[src/rtl/capture_ctrl.sv]
module capture_ctrl #(
  parameter int AW      = 17,
  parameter int DW      = 32,
  parameter int SEG_LOG = 13
) (
  input  logic                 clk,
  input  logic                 rst_n,
  input  logic                 arm,
  input  logic [AW-SEG_LOG-1:0] pre_segs,
  input  logic                 ext_trig_en,
  input  logic                 smp_en,
  input  logic [DW-1:0]        smp_data,
  input  logic                 trig_int,
  input  logic                 trig_ext,
  output logic [AW-1:0]        ram_addr,
  output logic [DW-1:0]        ram_wdata,
  output logic                 ram_we,
  output logic                 done,
  output logic [AW-1:0]        trig_addr
);
  localparam int SW   = AW - SEG_LOG;
  localparam int NSEG = 1 << SW;

  typedef enum logic [2:0] {IDLE, PREFILL, WAIT_TRIG, POST, DONE} st_t;

  st_t           state;
  logic [SW-1:0] pre_q;
  logic [AW:0]   cnt, cnt_nx, pre_len, post_len;
  logic [SW:0]   segs_left;
  logic          active, hit;

  assign segs_left = (SW+1)'(NSEG) - {1'b0, pre_q};
  assign pre_len   = (AW+1)'(pre_q) << SEG_LOG;
  assign post_len  = (AW+1)'(segs_left) << SEG_LOG;
  assign cnt_nx    = cnt + 1'b1;

  assign active    = (state == PREFILL) || (state == WAIT_TRIG) || (state == POST);
  assign ram_we    = smp_en && active && !arm;
  assign ram_wdata = smp_data;
  assign hit       = ram_we && (state == WAIT_TRIG) && (trig_int || (ext_trig_en && trig_ext));
  assign done      = (state == DONE);

  always_ff @(posedge clk or negedge rst_n) begin
    if (!rst_n) begin
      state     <= IDLE;
      ram_addr  <= '0;
      cnt       <= '0;
      pre_q     <= '0;
      trig_addr <= '0;
    end else if (arm) begin
      ram_addr <= '0;
      cnt      <= '0;
      pre_q    <= pre_segs;
      state    <= (pre_segs == '0) ? WAIT_TRIG : PREFILL;
    end else if (ram_we) begin
      ram_addr <= ram_addr + 1'b1;
      case (state)
        PREFILL: begin
          if (cnt_nx == pre_len) begin
            state <= WAIT_TRIG;
            cnt   <= '0;
          end else begin
            cnt <= cnt_nx;
          end
        end
        WAIT_TRIG: begin
          if (hit) begin
            trig_addr <= ram_addr;
            cnt       <= (AW+1)'(1);
            state     <= POST;
          end
        end
        POST: begin
          cnt <= cnt_nx;
          if (cnt_nx == post_len) state <= DONE;
        end
        default: ;
      endcase
    end
  end


  addr_step_chk: assert property (@(posedge clk) disable iff (!rst_n)
    ram_we |=> ram_addr == $past(ram_addr) + 1'b1);


  arm_clear_chk: assert property (@(posedge clk) disable iff (!rst_n)
    arm |=> (ram_addr == '0) && !done);


  done_hold_chk: assert property (@(posedge clk) disable iff (!rst_n)
    (done && !arm) |=> (done && !ram_we));


  trig_hold_chk: assert property (@(posedge clk) disable iff (!rst_n)
    !hit |=> $stable(trig_addr));


  prefill_no_trig_chk: assert property (@(posedge clk) disable iff (!rst_n)
    (state == PREFILL && !arm) |=> state != POST);


  post_bound_chk: assert property (@(posedge clk) disable iff (!rst_n)
    (state == POST) |-> (cnt < post_len) && (cnt != '0));
endmodule

[config.mk]
export PLATFORM = sky130hd
export DESIGN_NAME = capture_ctrl
export DESIGN_NICKNAME = d
export VERILOG_FILES = /design/src/rtl/capture_ctrl.sv
export SDC_FILE = /design/constraint.sdc
export NUM_CORES = 1
export LEC_CHECK = 0
export ABC_CLOCK_PERIOD_IN_PS = 6250
export CAP_MARGIN = 20
export CORE_MARGIN = 5
export CORE_UTILIZATION = 47
export CTS_BUF_LIST = sky130_fd_sc_hd__clkbuf_2
export DETAILED_ROUTE_END_ITERATION = 10
export PLACE_DENSITY_LB_ADDON = 0.08
export SLEW_MARGIN = 20
export SYNTH_ARGS = -nofsm -noshare
export SYNTH_HDL_FRONTEND = slang
export SYNTH_SLANG_ARGS = --single-unit
[constraint.sdc]
create_clock -name clk -period 6.25 [get_ports clk]
set_input_delay 0.625 -clock clk [delete_from_list [all_inputs] [get_ports clk]]
set_output_delay 0.625 -clock clk [all_outputs]
set_load 0.01 [all_outputs]
==> reports/qor.txt <==
================================================================================
Worst setup path class ............................................   reg -> reg
Most common library cells after synthesis ......................... dfrtp_1 (59), buf_4 (33), nand2_1 (33)
Yosys warns .......................................................            0
Global-route usage over all layers ................................        17.0%
Data arrival at the endpoint of the critical path .................      3.43 ns
Number of nets with antenna violations after detailed routing .....            0
Worst vdd rail ir drop ............................................  0.0000840 V
Final TNS setup ...................................................         0 ns
Slew at the pin with the worst max-slew slack .....................     0.912 ns
Most repeated cell in the gate-level netlist after synthesis ......      dfrtp_1
Post-synthesis to final-layout area growth ........................        8.65%
Fin area ..........................................................     4010 µm²
HPWL reported at the end of detailed placement ....................      5390 µm
Number of violations of the max-capacitance limit .................            0
Max Transition Viols Final ........................................            0
Fraction of registers with async set or reset after synthesis .....         100%
Net count, final ..................................................          431
Horiz. Die Dim ....................................................      98.6 µm
Initial antenna violation count ...................................            0
Kind of start point of the critical path ..........................         flop
Top cells by area in the synthesized netlist ...................... dfrtp_1 (40%), buf_4 (6.7%), mux2_2 (6.4%)
Post-synthesis instance area ......................................     3690 µm²
Maximum number of pins on one net before global-route repair ......           60
Relative max-transition margin ....................................        39.0%
Biggest cell delay along the critical path ........................      0.52 ns
Post-place instance area ..........................................     3900 µm²
Fraction of synthesized cell area taken by the top area cell type .        40.0%
Leakage ...........................................................      1.74 nW
Via count of the first global-routing pass ........................         2709
Layout cells sized above 1 ........................................        15.6%
Number of I/O pins ................................................          111
Starting utilization of the core area .............................        48.0%
Count of placed standard cells including taps .....................          476
Logic depth of the worst register-to-register path ................            9
Element type at the critical path end .............................         flop
Register-to-Register Setup Slack ..................................      3.20 ns
Yosys cell types ..................................................           56
Grt total ovfl ....................................................            0
Per-cell via count in the routed design ...........................         5.50
Average footprint of a synthesized cell ...........................     9.79 µm²
Part of the cycle the worst path needs ............................        48.8%
Critical path buffer and inverter count ...........................            0
TritonCTS clock tree ..............................................          yes
Wire length per cell ..............................................      15.8 µm
Clock sinks .......................................................           59
Clock Tree Buf Depth ..............................................            2
# Post-CTS Setup Buffers ..........................................            0
Gate count of the mapped netlist ..................................          377
Prevailing post-synth register cell ...............................      dfrtp_1
Core Footprint ....................................................     7690 µm²
Post-synthesis net count ..........................................          423
Crit Path Max Fanout ..............................................           21
Cell type group with the largest total delay on the critical path . simple AND/OR/NAND/NOR gates
Total via count after detailed routing ............................         2710
CP cell instances ................................................. ha_1 > nand3_1 > or4_1 > xor2_1 > nand2_1 > nand4b_1 > o21ai_4 > nor2_1 > a211o_1
Endpoint of the worst-slack reg-to-reg timing path ................      cnt[16]
Worst flop-to-flop path startpoint ................................       cnt[0]
DRC violation total after the first TritonRoute iteration .........           90
Total length of routed wires ......................................      7810 µm
Status ............................................................ finished clean
TritonCTS Buffers .................................................            9
Largest clock skew in the final design ............................    0.0246 ns
Clock Pin Slew Worst Setup and Hold Paths .........................      0.17 ns
Biggest area consumer among synthesized cells .....................      dfrtp_1
Row count .........................................................           32
Endpoints failing setup ...........................................            0
First-pass GRT wire length ........................................     13500 µm
Endpoints failing hold ............................................            0
Number of standard cells in the layout, taps in and fillers out ...          493
Fmax ..............................................................    0.328 GHz
Final min period ..................................................      3.05 ns
Detailed-routing iteration count for the pre-antenna-repair pass ..            4
Data required time at the worst endpoint ..........................      6.63 ns
Clock Root Buffer .................................................     clkbuf_2
Power density relative to cell area ...............................   188 nW/µm²
CTS-repair resized insts ..........................................            0
RSZ-0062 raised after global routing ..............................        false
H-tree lvl count ..................................................            3
Die outline area ..................................................     9720 µm²
Number of buffers added on ports ..................................           46
Number of buffers inserted by hold repair at cts ..................            0
Portion of the post-synthesis area used by sequential elements ....        40.0%
Worst hold-check path type ........................................  in -> async
Slowest cell on the critical path .................................        or4_1
Clock network latency to the later pin of the worst-skew pair .....      0.48 ns
Count of flip-flops with a built-in enable after synthesis ........            0
DRC Markers .......................................................            0
RePlAce Congestion ................................................        0.814
Yosys reg bits ....................................................           59
Vertical die dimension ............................................      98.6 µm
================================================================================
-- cell type report --
cell class              count  area, µm²
multi-input cells         262       1810
flip-flops and latches     59       1480
clock buffers              10       50.0
inverters                   5       18.8
diodes                      1       2.50
repair buffers             48        470
well taps                 102        128
fillers                   742       3680
clock inverters             6       56.3
-- power by group --
group	leakage (nW)	internal [mW]	switching (mW)	total (mW)
registers	0.807	0.394	0.0146	0.408
clock network	0.0691	0.0908	0.147	0.238
logic	0.867	0.0454	0.0614	0.107
total	1.74	0.530	0.223	0.752
-- metrics by stage --
stage	utilization, %	hold slack (ns)	worst slack, ns	total power, mW
2_1_floorplan	-	0.329	3.71	0.502
3_3_place_gp	50.7	0.488	3.11	0.521
3_5_place_dp	50.7	0.493	3.08	0.522
4_1_cts	52.1	0.276	3.21	0.763
5_1_grt	52.1	0.270	2.98	0.798
6_report	52.1	0.262	3.20	0.752
-- metal layers --
metal  wire length, µm  share of wire [%]  vias up  GRT usage (%)
met1              3640                 47     1293           23.0
met4                69               0.88        0           4.83
li1                  -                  -     1320              -
met3               649                8.3       11           7.36
met5                 0                  0        -              0
met2              3450                 44       86           25.0
-- layout by cell type, fill, tap and decap left out, types with 9 or more instances in the layout --
cell	synthesis	routed
a21oi_1	10	10
nor3_1	17	17
clkbuf_2	1	10
nand2_1	33	33
mux2_2	21	21
o21ai_0	20	20
nand3_1	22	22
or3_1	9	9
xor2_1	14	14
xnor2_1	12	12
clkdlybuf4s50_1	0	45
dfrtp_1	59	59
nor2_1	26	25
-- flip-flops by register name (all words and copies together), names as in the netlist --
register,cells
trig_addr,17
state,3
cnt,18
ram_addr,17
pre_q,4
-- cell families after synthesis --
group | Yosys count | synth area share, %
buffers and inverters | 56 | 11.1
muxes | 24 | 7.22
DFF | 59 | 40.0
AOI/OAI and AO/OA | 54 | 10.1
xor gates and xnor gates | 26 | 6.17
and+or+nand+nor | 155 | 24.4
adders and majority gates | 3 | 1.02
-- how the worst max path moves through the flow --
stage / end / slack, ns / cells past startpoint / start
after floorplan: cnt[14] / 3.71 / 10 / cnt[0]
after global placement: trig_addr[13] / 3.11 / 5 / smp_en
after detailed placement: cnt[5] / 3.08 / 6 / smp_en
after CTS: cnt[16] / 3.21 / 8 / cnt[8]
after global routing: cnt[13] / 2.98 / 9 / cnt[0]
final: cnt[16] / 3.20 / 9 / cnt[0]
(Power assumes the default switching activity.)
